===== config.mk =====
export PLATFORM = sky130hd
export DESIGN_NAME = ami_bpv_encoder
export DESIGN_NICKNAME = d
export VERILOG_FILES = /design/src/rtl/ami_enc_pkg.sv /design/src/rtl/ami_arm_ctrl.sv /design/src/rtl/ami_run_cnt.sv /design/src/rtl/ami_mark_gen.sv /design/src/rtl/ami_bpv_encoder.sv
export SDC_FILE = /design/constraint.sdc
export NUM_CORES = 1
export LEC_CHECK = 0
export ABC_AREA = 1
export BUFFER_PORTS_ARGS = -buffer_cell sky130_fd_sc_hd__buf_2
export CORE_AREA = 2 2 39 41
export DETAILED_ROUTE_END_ITERATION = 10
export DIE_AREA = 0 0 41 43
export GPL_ROUTABILITY_DRIVEN = 0
export PLACE_DENSITY = 0.49
export REMOVE_ABC_BUFFERS = 1
export SKIP_CTS_REPAIR_TIMING = 1
export SLEW_MARGIN = 20
export SYNTH_ARGS = -nofsm -noshare
export SYNTH_HDL_FRONTEND = slang
export SYNTH_SLANG_ARGS = --single-unit

===== constraint.sdc =====
create_clock -name clk -period 1.15 [get_ports clk]
set_input_delay 0.0575 -clock clk [delete_from_list [all_inputs] [get_ports clk]]
set_output_delay 0.0575 -clock clk [all_outputs]
set_load 0.01 [all_outputs]

===== src/rtl/ami_enc_pkg.sv =====
package ami_enc_pkg;

    typedef struct packed {
        logic req_prev;
        logic armed;
        logic done;
    } arm_state_t;

    typedef struct packed {
        logic pos;
        logic neg;
        logic last_pos;
    } mark_state_t;

endpackage


===== src/rtl/ami_arm_ctrl.sv =====
module ami_arm_ctrl
    import ami_enc_pkg::*;
(
    input  logic clk,
    input  logic rst_n,
    input  logic req,
    input  logic fire,
    output logic armed,
    output logic done
);

    arm_state_t st_d, st_q;
    logic       req_rise;

    always_comb begin
        st_d          = st_q;
        req_rise      = req & ~st_q.req_prev;
        st_d.req_prev = req;
        if (req_rise) begin
            st_d.armed = 1'b1;
            st_d.done  = 1'b0;
        end else if (fire) begin
            st_d.armed = 1'b0;
            st_d.done  = 1'b1;
        end
    end

    always_ff @(posedge clk or negedge rst_n) begin
        if (!rst_n) begin
            st_q <= '0;
        end else begin
            st_q <= st_d;
        end
    end

    assign armed = st_q.armed;
    assign done  = st_q.done;

endmodule


===== src/rtl/ami_run_cnt.sv =====
module ami_run_cnt #(
    parameter int RUN_LEN = 3
) (
    input  logic clk,
    input  logic rst_n,
    input  logic armed,
    input  logic valid,
    input  logic data,
    output logic fire
);

    localparam int CW = (RUN_LEN > 1) ? $clog2(RUN_LEN) : 1;
    localparam logic [CW-1:0] LAST = CW'(RUN_LEN - 1);

    logic [CW-1:0] cnt_d, cnt_q;

    always_comb begin
        fire  = armed & valid & data & (cnt_q == LAST);
        cnt_d = cnt_q;
        if (!armed || fire) begin
            cnt_d = '0;
        end else if (valid) begin
            cnt_d = data ? cnt_q + 1'b1 : '0;
        end
    end

    always_ff @(posedge clk or negedge rst_n) begin
        if (!rst_n) begin
            cnt_q <= '0;
        end else begin
            cnt_q <= cnt_d;
        end
    end

endmodule


===== src/rtl/ami_mark_gen.sv =====
module ami_mark_gen
    import ami_enc_pkg::*;
(
    input  logic clk,
    input  logic rst_n,
    input  logic valid,
    input  logic data,
    input  logic fire,
    output logic pos,
    output logic neg
);

    mark_state_t st_d, st_q;
    logic        mark;
    logic        use_pos;

    always_comb begin
        st_d     = st_q;
        mark     = valid & data;
        use_pos  = fire ? st_q.last_pos : ~st_q.last_pos;
        st_d.pos = mark & use_pos;
        st_d.neg = mark & ~use_pos;
        if (mark) begin
            st_d.last_pos = use_pos;
        end
    end

    always_ff @(posedge clk or negedge rst_n) begin
        if (!rst_n) begin
            st_q <= '0;
        end else begin
            st_q <= st_d;
        end
    end

    assign pos = st_q.pos;
    assign neg = st_q.neg;

endmodule


===== src/rtl/ami_bpv_encoder.sv =====
module ami_bpv_encoder #(
    parameter int RUN_LEN = 3
) (
    input  logic clk,
    input  logic rst_n,
    input  logic nrz_data,
    input  logic nrz_valid,
    input  logic bpv_insert,
    output logic rail_pos,
    output logic rail_neg,
    output logic bpv_done
);

    logic armed;
    logic fire;

    ami_arm_ctrl u_arm (
        .clk   (clk),
        .rst_n (rst_n),
        .req   (bpv_insert),
        .fire  (fire),
        .armed (armed),
        .done  (bpv_done)
    );

    ami_run_cnt #(
        .RUN_LEN (RUN_LEN)
    ) u_run (
        .clk   (clk),
        .rst_n (rst_n),
        .armed (armed),
        .valid (nrz_valid),
        .data  (nrz_data),
        .fire  (fire)
    );

    ami_mark_gen u_mark (
        .clk   (clk),
        .rst_n (rst_n),
        .valid (nrz_valid),
        .data  (nrz_data),
        .fire  (fire),
        .pos   (rail_pos),
        .neg   (rail_neg)
    );

endmodule


# == Word level (Yosys, flattened, before mapping) ==
# Index checks and enable logic that the tools add are counted.
# op_classes
addsub,1
multipliers,0
n_div,0
order_cmp,0
eq_ne,1
n_shift,0
n_mux,6
bitwise,10
reduce_logical,4
# ops
cell,n
two-way mux 2 bit,5
bitwise AND 1 bit,7
nonzero test 2 bit,2
inverter 1 bit,3
"adder 2 x 1 -> 2 bit, second input constant",1
"== test 2 bit, second input constant",1
zero test 1 bit,1
logical OR 1 bit,1
two-way mux 1 bit,1
# totals
ff_bits,8
latchBits,0
ram_bits,0
mem_bits_ro,0
in_bits,5
out_inout_bits,3
wordCells,29
n_memories,0

# == Longest topological paths before layout ==
# Gate-level depths: netlist of run 1.
# depth
word_depth,6
ltp_mapped,7
depth_no_buf,7

# == Modules after synthesis ==
# A second synthesis of run 1 with hierarchy kept.
# unflattened
cells_unflattened,44
hier_area_um2,361.6
# by_module_without_submodules
mod,n_inst,cells_per_inst,area_per_inst_um2,seq_area_each_um2
ami_mark_gen,1,14,126.4,75.1
ami_run_cnt,1,18,126.4,50.0
ami_arm_ctrl,1,12,108.9,75.1

# == Worst setup path before layout of run 1 ==
# Ideal clock, no wire load.
# synth_path
kind,reg-to-reg
startpoint,register u_run.cnt_q[0]
endpoint,register u_mark.st_q[0] (netlist name)
setup_time_ns,0.119
t_arrival_ns,0.946
t_required_ns,1.031
slack_ns,0.085
path_stages_with_launch,8
n_path_buf,0
synth_period_minus_slack_ns,1.065
cell_sequence,dfrtp_1 -> inv_1 -> ha_1 -> nand2_4 -> nor2_4 -> nand2_2 -> nand3_1 -> nand2_1
# synth_via
elab_chain_len,3
# synth_lines
element,line,source
"start, declared",ami_run_cnt.sv:15,"logic [CW-1:0] cnt_d, cnt_q;"
"start signal, assigned",ami_run_cnt.sv:31,cnt_q <= cnt_d;
== test 2 bit,ami_run_cnt.sv:18,fire = armed & valid & data & (cnt_q == LAST);
bitwise AND 1 bit,ami_run_cnt.sv:18,
two-way mux 1 bit,ami_mark_gen.sv:20,use_pos = fire ? st_q.last_pos : ~st_q.last_pos;
"end signal, assigned",ami_mark_gen.sv:32,st_q <= st_d;
"end, declared",ami_mark_gen.sv:13,"mark_state_t st_d, st_q;"
# No other way between the ends.
# A chain may end at the register's enable or synchronous reset.

# == Worst setup path in the final report of run 1 ==
# Same ends and word-level chain as after synthesis.

==> metrics.md, run 1 <==
| Metric | Value |
|---|---|
| Status | finished clean |
| Post-synth EDFFs | 0 |
| R2r setup slk | 0.08 ns |
| Later-pin clock latency in the skew report | 0.25 ns |
| Height of the die | approximately 43 um |
| Yosys reg bits | 8 |
| Max_slew headroom | between 80% and 90% |
| CTS Sinks | 8 |
| Fill cell total of the finished layout | 146 |
| Crit. End Element | register |
| I/O Buffers | 7 |
| Routed wire length | between 500 and 600 um |
| Post-layout total power | approximately 760 uW |
| Library cells used by synthesis | 14 |
| DRT Pass-1 Iters | 2 |
| Hold Crit Class | in -> reg |
| Adder-cell share of the synthesized area | 3.53% |
| Simple-gate share of the synthesized area | 20.1% |
| Total gr overflow | 0 |
| Final setup TNS | 0 ns |
| Period utilization | approximately 93% |
| Startpoint type of the worst setup path | register |
| Number of vias per cell | about 4 |
| PD cells | 1640 nW/um^2 |
| Clk slew on worst S/H paths | roughly 0.05 ns |
| Die X | approximately 41 um |
| Post-synth top flop | dfrtp_1 |
| Starting Density | 25.6% |
| Placed cells | 56 |
| First-pass GRT wire length | roughly 1.0 mm |
| Post-DRT Antenna Nets | 0 |
| Initial antenna violation count | 0 |
| Reg2reg end | u_mark.st_q[0] |
| Fin nets | between 50 and 60 |
| Syn. warnings | 0 |
| Final Max Slew Viols | 0 |
| Diodes inserted | 0 |
| Num CTS Buffers | 3 |
| Vias | ~250 |
| FP Rows | 14 |
| Synth area leaders | dfrtp_1 57%, inv_1 6.4%, nand2_4 6.4% |
| Leakage power | roughly 0.00024 uW |
| Hold path depth | 3 |
| Post-synthesis compound-gate area fraction | 13.4% |
| Multi-input gate area | 144 um^2 |
| DRT iter0 DRCs | 1 |
| DIE AREA | roughly 1800 um^2 |
| Count leader, synth | dfrtp_1 |
| Post-synthesis mux area share | 0% |
| RR Startpoint | u_run.cnt_q[0] |
| Bufs on Longest Clock Path | 2 |
| CTS tree | yes |
| Final setup viols | 0 |
| Req. time, crit path | between 1 and 1.5 ns |
| Top-area cell type share of the netlist area | 56.5% |
| Ports | 8 |
| Critical path, cell by cell | inv_2 -> ha_4 -> nand2_4 -> nor2_4 -> nand2_2 -> nand3_1 -> nand2_1 |
| Final Hold Fails | 0 |
| GRT Util Overall | a little under 10% |
| Vias in the first global route | between 200 and 300 |
| Peak VDD IR | 522 uV |
| Syn avg cell area | 10.7 um^2 |
| Core footprint | about 1400 um^2 |
| Largest area contributor in the netlist | dfrtp_1 |
| CTS H-tree lvls | 1 |
| Maxcap violations | 0 |
| Clk Tree Root Cell | clkbuf_4 |
| RSZ-0062 raised after global routing | no |
| Critical Path Fanout Max | 3 |
| Worst path slowest cell | dfrtp_1 |
| FF+latch area | approximately 200 um^2 |
| Xor/xnor share of the synthesized area | 0% |
| Hold_sp | nrz_data |
| Crit path DAT | 1.21 ns |
| Seq/Total Area, Yosys | between 50 and 60% |
| Netlist Area Pre-Place | ~350 um^2 |
| Worst path max stage delay | approximately 0.36 ns |
| Fin cells | 61 |
| Fraction of registers with async set/reset | between 90% and 100% |
| Largest net degree at the start of global routing | 9 |
| Mapped Cells | 33 |
| CP Class | reg -> reg |
| Drt drc | 0 |
| Max Fclk | between 900 and 1000 MHz |
| Share of cells above drive strength 1 | 42.2% |
| Crit path time final | between 1 and 1.5 ns |
| Routed length per instance | 9.72 um |
| Synth top cells by count | 8 x dfrtp_1, 6 x inv_1, 3 x nand2_1 |
| Worst Reg2Reg Path Length in Cells | 7 |
| End of the worst hold path | u_mark.neg |
| Worst-Margin Slew | ~0.19 ns |
| Largest family of logic cells by synthesized area | simple AND/OR/NAND/NOR gates |
| Layout area overhead | 31.1% |
| Clk_skew | around 0.0026 ns |
cell type report:
class                           instances  share of cell area, %
Inverter                                6                   4.85
Multi-Input combinational cell         19                   31.0
Clock buffer                            3                   4.85
Tap cell                               16                   4.31
Timing Repair Buffer                    9                   11.9
Sequential cell                         8                   43.1
where the power goes:
part	switching (uW)	leakage [uW]	internal, uW
combinational	102	0.000126	84.9
clock	91.1	0.0000138	119
sequential	35.6	0.0000998	329
through the flow:
| step | hold WS (ns) | utilization (%) | worst slack [ns] | area (um^2) |
|---|---|---|---|---|
| after detailed placement | -0.0842 | 29.6 | 0.00884 | 409 |
| after CTS | -0.363 | 31.2 | 0.00417 | 432 |
| after global routing | 0.130 | 33.5 | 0.00754 | 464 |
| after global placement | -0.0875 | 29.6 | 0.0305 | 409 |
| final | 0.118 | 33.5 | 0.0757 | 464 |
| after floorplan | -0.238 | - | 0.0853 | 354 |
flip-flops by register name (all words and copies together), names as in the netlist:
name	flops
u_arm.armed	1
u_arm.st_q	1
u_mark.neg	1
u_run.cnt_q	2
u_mark.st_q	1
u_mark.pos	1
u_arm.done	1
layout by cell type, fill, tap and decap left out:
master         count
a21oi_1            2
dfrtp_1            8
dlygate4sd3_1      2
nand3b_1           1
nand2_1            3
inv_2              1
nor2_1             2
o21ai_2            2
nor2_4             1
nand2_2            1
nand2_4            2
ha_4               1
inv_1              5
clkbuf_4           3
nand3_1            1
o22a_2             1
o21ai_1            2
buf_2              7
worst max-delay path by stage:
stage	slack [ns]	from	endpoint
5_1_grt	0.008	u_run.cnt_q[0]	u_mark.st_q[0]
6_report	0.08	u_run.cnt_q[0]	u_mark.st_q[0]
2_1_floorplan	0.09	u_run.cnt_q[0]	u_mark.st_q[0]
3_5_place_dp	0.009	u_run.cnt_q[0]	u_mark.st_q[0]
3_3_place_gp	0.03	u_run.cnt_q[0]	u_mark.st_q[0]
4_1_cts	0.004	u_run.cnt_q[0]	u_mark.st_q[0]
metal layers:
metal	GRT usage [%]	vias to the layer above	wire, um
met1	10.4	108	281
li1	-	129	-
met3	4.71	2	46
met4	10.0	0	9
met2	12.5	6	255
met5	0	-	0
cells by family (layout without fill, tap and decap cells):
group                      count (synthesis)  in the layout
and+or+nand+nor                           11             11
DFF                                        8              8
AOI/OAI and AO/OA                          7              7
buffers and inverters                      6             18
adders and majority gates                  1              1
critical path, delay by kind of cell (launching register included):
family        cells  cell delay (ns)
fa+ha+maj         1             0.14
flops             1             0.36
simple gates      5             0.39
buf+inv           1             0.08
No activity file was read; power rests on OpenSTA's default activity.
==> run 2, diff against run 1 <==
--- a/config.mk
+++ b/config.mk
@@ -11,7 +11,7 @@
 export DETAILED_ROUTE_END_ITERATION = 10
 export DIE_AREA = 0 0 41 43
 export GPL_ROUTABILITY_DRIVEN = 0
-export PLACE_DENSITY = 0.49
+export PLACE_DENSITY = 0.57
 export REMOVE_ABC_BUFFERS = 1
 export SKIP_CTS_REPAIR_TIMING = 1
 export SLEW_MARGIN = 20
==> metrics.md, run 2 (synthesized netlist as in run 1, its figures left out) <==
| Metric | Value |
|---|---|
| Post-DRT Antenna Nets | 0 (unchanged) |
| DIE AREA | 1760 um^2 (unchanged) |
| Critical Path Fanout Max | 3 (unchanged) |
| Leakage power | 0.000245 uW (+2.4%) |
| Layout area overhead | 34.6% |
| Fin util | 34.4% (+0.90 points) |
| Fill cell total of the finished layout | 148 (+1.4%) |
| I/O Buffers | 7 (unchanged) |
| Placed Area | 417 um^2 (+1.8%) |
| Height of the die | 43 um (unchanged) |
| Crit path time final | 1.04 ns (-0.0318 ns) |
| Fin nets | 54 (+1.9%) |
| Final instance area | 477 um^2 (+2.7%) |
| Crit. End Element | register |
| Vias | 258 (+5.3%) |
| Initial antenna violation count | 0 (unchanged) |
| DR WL met3 | 34 um (-26%) |
| Drt drc | 0 (unchanged) |
| CTS tree | yes |
| DRT iter0 DRCs | 4 (+3) |
| Num CTS Buffers | 3 (unchanged) |
| Final setup viols | 0 (unchanged) |
| Placed cells | 57 (+1.8%) |
| Multi-input gate area | 149 um^2 (+3.5%) |
| Clk slew on worst S/H paths | 0.06 ns (about the same) |
| Reg with most FFs | u_run.cnt_q |
| Startpoint type of the worst setup path | register |
| Most common cell after layout, fill and taps aside | dfrtp_1 |
| Ports | 8 (unchanged) |
| Total gr overflow | 0 (unchanged) |
| Peak VDD IR | 767 uV (+47%) |
| Share of cells above drive strength 1 | 45.7% (+3.4 points) |
| Worst path slowest cell | dfrtp_1 |
| Status | finished clean |
| CTS Sinks | 8 (unchanged) |
| Clk Tree Root Cell | clkbuf_4 |
| Worst-Margin Slew | 0.187 ns (-0.00194 ns) |
| Die X | 41 um (unchanged) |
| Later-pin clock latency in the skew report | 0.26 ns (about the same) |
| Number of vias per cell | 4.16 (+3.6%) |
| Max reg flops | 2 (unchanged) |
| Starting Density | 25.6% (unchanged) |
| DRT Pass-1 Iters | 4 (+2) |
| FF+latch area | 200 um^2 (unchanged) |
| FP Rows | 14 (unchanged) |
| Max Fclk | 959 MHz (+3.1%) |
| Final Hold Fails | 0 (unchanged) |
| Diodes inserted | 0 (unchanged) |
| Fin cells | 62 (+1.6%) |
| Max_slew headroom | 87.5% (+0.13 points) |
| Maxcap violations | 0 (unchanged) |
| Routed length per instance | 10.6 um (+9.0%) |
| PD cells | 1670 nW/um^2 (+1.7%) |
| Worst path max stage delay | 0.37 ns (about the same) |
| CTS H-tree lvls | 1 (unchanged) |
| Post-layout total power | 796 uW (+4.4%) |
| Final Max Slew Viols | 0 (unchanged) |
| Vias in the first global route | 240 (-8.7%) |
| Metal2 WL | 298 um (+17%) |
| Req. time, crit path | 1.30 ns (about the same) |
| RSZ-0062 raised after global routing | no |
| First-pass GRT wire length | 986 um (-5.3%) |
| CP Class | reg -> reg |
| GRT Util Overall | 9.30% (-0.35 points) |
| Commonest non-fill, non-tap cells in the layout | 8 x dfrtp_1, 7 x buf_2, 5 x inv_1 |
| Critical path, cell by cell | inv_2 -> ha_4 -> nand2_4 -> nor2_4 -> nand2_2 -> nand3_2 -> nand2_1 |
| Routed wire length | 657 um (+11%) |
| Hold Crit Class | in -> reg |
| Top routing layer in use | met4 |
| M1 WL | 304 um (+8.2%) |
| Core footprint | 1380 um^2 (unchanged) |
| Period utilization | 90.6% (-2.8 points) |
| Bufs on Longest Clock Path | 2 (unchanged) |
| Largest net degree at the start of global routing | 9 (unchanged) |
| Crit path DAT | 1.19 ns (-0.02 ns) |
| Clk_skew | 0.00529 ns (+0.00268 ns) |
==> run 2: metal layers <==
layer | vias to the layer above | track usage [%]
li1 | 133 | -
met1 | 111 | 11.8
met2 | 10 | 10.9
met3 | 4 | 3.14
met4 | 0 | 10.0
met5 | - | 0
==> run 2: final cells by class <==
class	instances	share of cell area (%)
multi-input combinational	19	31.2
tap	16	4.20
timing repair buffer	10	13.1
inverter	6	4.72
sequential	8	42.0
clock buffer	3	4.72
==> run 2: final timing paths <==
kind                       cells past startpoint            from              to  slack (ns)
setup reg to reg                               7  u_run.cnt_q[0]  u_mark.st_q[0]        0.11
hold reg to reg                                1   u_arm.st_q[2]     u_arm.armed        0.43
min in group asynchronous                      2           rst_n      u_mark.neg        0.17
hold / removal                                 3        nrz_data      u_mark.neg        0.11
max in group asynchronous                      2           rst_n      u_arm.done        0.81
setup / recovery                               7  u_run.cnt_q[0]  u_mark.st_q[0]        0.11
==> run 2: worst max-delay path: cells and delay by family, from the launching register on <==
kind                     cells  cell delay, ns
adder cells (fa/ha/maj)      1            0.14
AND/OR/NAND/NOR              5            0.36
flip-flops                   1            0.37
buffers and inverters        1            0.07
==> run 2: per-stage QoR <==
| stage | hold WS, ns | setup TNS, ns | worst slack, ns |
|---|---|---|---|
| floorplan | -0.238 | 0 | 0.0853 |
| global placement | -0.0930 | 0 | 0.0328 |
| detailed placement | -0.0863 | 0 | 0.00763 |
| CTS | -0.371 | -0.00580 | -0.00580 |
| global route | 0.122 | 0 | 0.0328 |
| finish | 0.114 | 0 | 0.108 |
==> run 2: power breakdown <==
group	total [uW]	internal (uW)	leakage [uW]	switching (uW)
sequential	365	329	0.0000998	36.5
combinational	211	101	0.000132	110
clock	220	120	0.0000138	100
==> run 3, diff against run 2 <==
--- a/config.mk
+++ b/config.mk
@@ -6,11 +6,12 @@
 export NUM_CORES = 1
 export LEC_CHECK = 0
 export ABC_AREA = 1
-export BUFFER_PORTS_ARGS = -buffer_cell sky130_fd_sc_hd__buf_2
+export BUFFER_PORTS_ARGS = -buffer_cell sky130_fd_sc_hd__buf_4
 export CORE_AREA = 2 2 39 41
 export DETAILED_ROUTE_END_ITERATION = 10
 export DIE_AREA = 0 0 41 43
 export GPL_ROUTABILITY_DRIVEN = 0
+export HOLD_SLACK_MARGIN = 0.15
 export PLACE_DENSITY = 0.57
 export REMOVE_ABC_BUFFERS = 1
 export SKIP_CTS_REPAIR_TIMING = 1
==> metrics.md, run 3 (synthesized netlist as in run 1, its figures left out) <==
| Metric | Value |
|---|---|
| Worst path max stage delay | 0.37 ns (about the same) |
| Bufs on Longest Clock Path | 2 (unchanged) |
| Total gr overflow | 0 (unchanged) |
| Vias | 270 (+4.7%) |
| Clk slew on worst S/H paths | 0.05 ns (about the same) |
| I/O Buffers | 7 (unchanged) |
| DRT Pass-1 Iters | 2 (-2) |
| Final Max Slew Viols | 0 (unchanged) |
| Die X | 41 um (unchanged) |
| Req. time, crit path | 1.29 ns (about the same) |
| Critical path depth | 7 (unchanged) |
| Share of cells above drive strength 1 | 43.8% (-1.9 points) |
| Reg with most FFs | u_run.cnt_q |
| CP Buf/Inv Count | 1 (unchanged) |
| Worst path slowest cell | dfrtp_1 |
| Crit path time final | 1.04 ns (+0.00212 ns) |
| Peak VDD IR | 737 uV (-3.9%) |
| FP Rows | 14 (unchanged) |
| Crit path DAT | 1.18 ns (about the same) |
| Max Fclk | 957 MHz (-0.20%) |
| Clk_skew | 0.00396 ns (-0.00133 ns) |
| Drt drc | 0 (unchanged) |
| RSZ-0062 raised after global routing | no |
| Initial antenna violation count | 0 (unchanged) |
| Starting Density | 25.6% (unchanged) |
| Final instance area | 514 um^2 (+7.9%) |
| Worst-Margin Slew | 0.172 ns (-0.0147 ns) |
| Number of vias per cell | 4.22 (+1.4%) |
| Vias in the first global route | 219 (-8.8%) |
| Routed length per instance | 9.98 um (-5.8%) |
| Height of the die | 43 um (unchanged) |
| Routed wire length | 639 um (-2.7%) |
| DIE AREA | 1760 um^2 (unchanged) |
| Critical path, cell by cell | inv_2 -> ha_4 -> nand2_4 -> nor2_4 -> nand2_2 -> nand3_2 -> nand2_1 |
| Num CTS Buffers | 3 (unchanged) |
| CP Class | reg -> reg |
| Critical Path Fanout Max | 3 (unchanged) |
| Placed Area | 434 um^2 (+4.2%) |
| Max_slew headroom | 88.5% (+0.98 points) |
| Period utilization | 90.8% (+0.18 points) |
| Final setup viols | 0 (unchanged) |
| First-pass GRT wire length | 924 um (-6.3%) |
| Layout area overhead | 45.2% |
| Status | finished clean |
| CTS H-tree lvls | 1 (unchanged) |
| CTS Sinks | 8 (unchanged) |
| Later-pin clock latency in the skew report | 0.25 ns (about the same) |
| Commonest non-fill, non-tap cells in the layout | 8 x buf_4, 8 x dfrtp_1, 5 x inv_1 |
| Fin nets | 56 (+3.7%) |
| Max reg flops | 2 (unchanged) |
| Post-DRT Antenna Nets | 0 (unchanged) |
| Hold Crit Class | in -> async |
| Worst Reg2Reg Path Length in Cells | 7 (unchanged) |
| Core footprint | 1380 um^2 (unchanged) |
| Final setup TNS | 0 ns (unchanged) |
| GRT Util Overall | 8.70% (-0.60 points) |
| Leakage power | 0.000257 uW (+4.9%) |
| Maxcap violations | 0 (unchanged) |
| CTS tree | yes |
| Diodes inserted | 0 (unchanged) |
| Delay-heaviest family, CP | flip-flops |
| PD cells | 1560 nW/um^2 (-6.5%) |
| Startpoint type of the worst setup path | register |
| DRT iter0 DRCs | 7 (+3) |
| Final Hold Fails | 0 (unchanged) |
| Ports | 8 (unchanged) |
| Largest net degree at the start of global routing | 9 (unchanged) |
| Clk Tree Root Cell | clkbuf_4 |
| Crit. End Element | register |
| Final HPWL from detailed placement | approximately 430 um |
run 3: cell types whose count changed in the layout (fill, tap and decap cells not counted):
cell,delta
buf_2,-7
buf_4,+7
dlygate4sd3_1,+2
run 3: cell type report:
cell class,count,area [um^2]
Clock buffer,3,22.5
Fill cell,140,870
Inverter,6,22.5
Multi-Input combinational cell,19,149
Sequential cell,8,200
Tap cell,16,20.0
Timing Repair Buffer,12,100
run 3: path summary, 6_finish.rpt:
kind	startpoint	endpoint	slack [ns]
setup / recovery	u_run.cnt_q[0]	u_mark.st_q[0]	0.11
hold / removal	rst_n	u_run.cnt_q[0]	0.16
setup reg to reg	u_run.cnt_q[0]	u_mark.st_q[0]	0.11
hold reg to reg	u_arm.st_q[2]	u_arm.armed	0.43
max in group asynchronous	rst_n	u_mark.pos	0.86
min in group clk	u_arm.st_q[2]	u_arm.armed	0.43
run 3: per-layer routing:
layer  wire length [um]  global-route usage [%]  vias to the layer above
met1                267                    10.6                      121
met2                295                    9.38                       10
li1                   -                       -                      137
met3                 63                    7.85                        2
met4                 12                    6.00                        0
met5                  0                       0                        -
run 3: stage by stage:
stage               std cells  utilization (%)  total power (uW)  hold WS, ns  setup slack [ns]
global route               64             37.2               868        0.180            0.0192
floorplan                  33                -               484       -0.238            0.0853
finish                     64             37.2               803        0.159             0.105
CTS                        60             33.0               776       -0.392            0.0123
detailed placement         57             31.4               559       -0.117            0.0302
global placement           57             31.4               557       -0.119            0.0417
run 3: power by group:
part	internal, uW	switching (uW)	leakage [uW]
Combinational	117	111	0.000144
Sequential	329	37.8	0.0000998
Clock	119	88.1	0.0000138
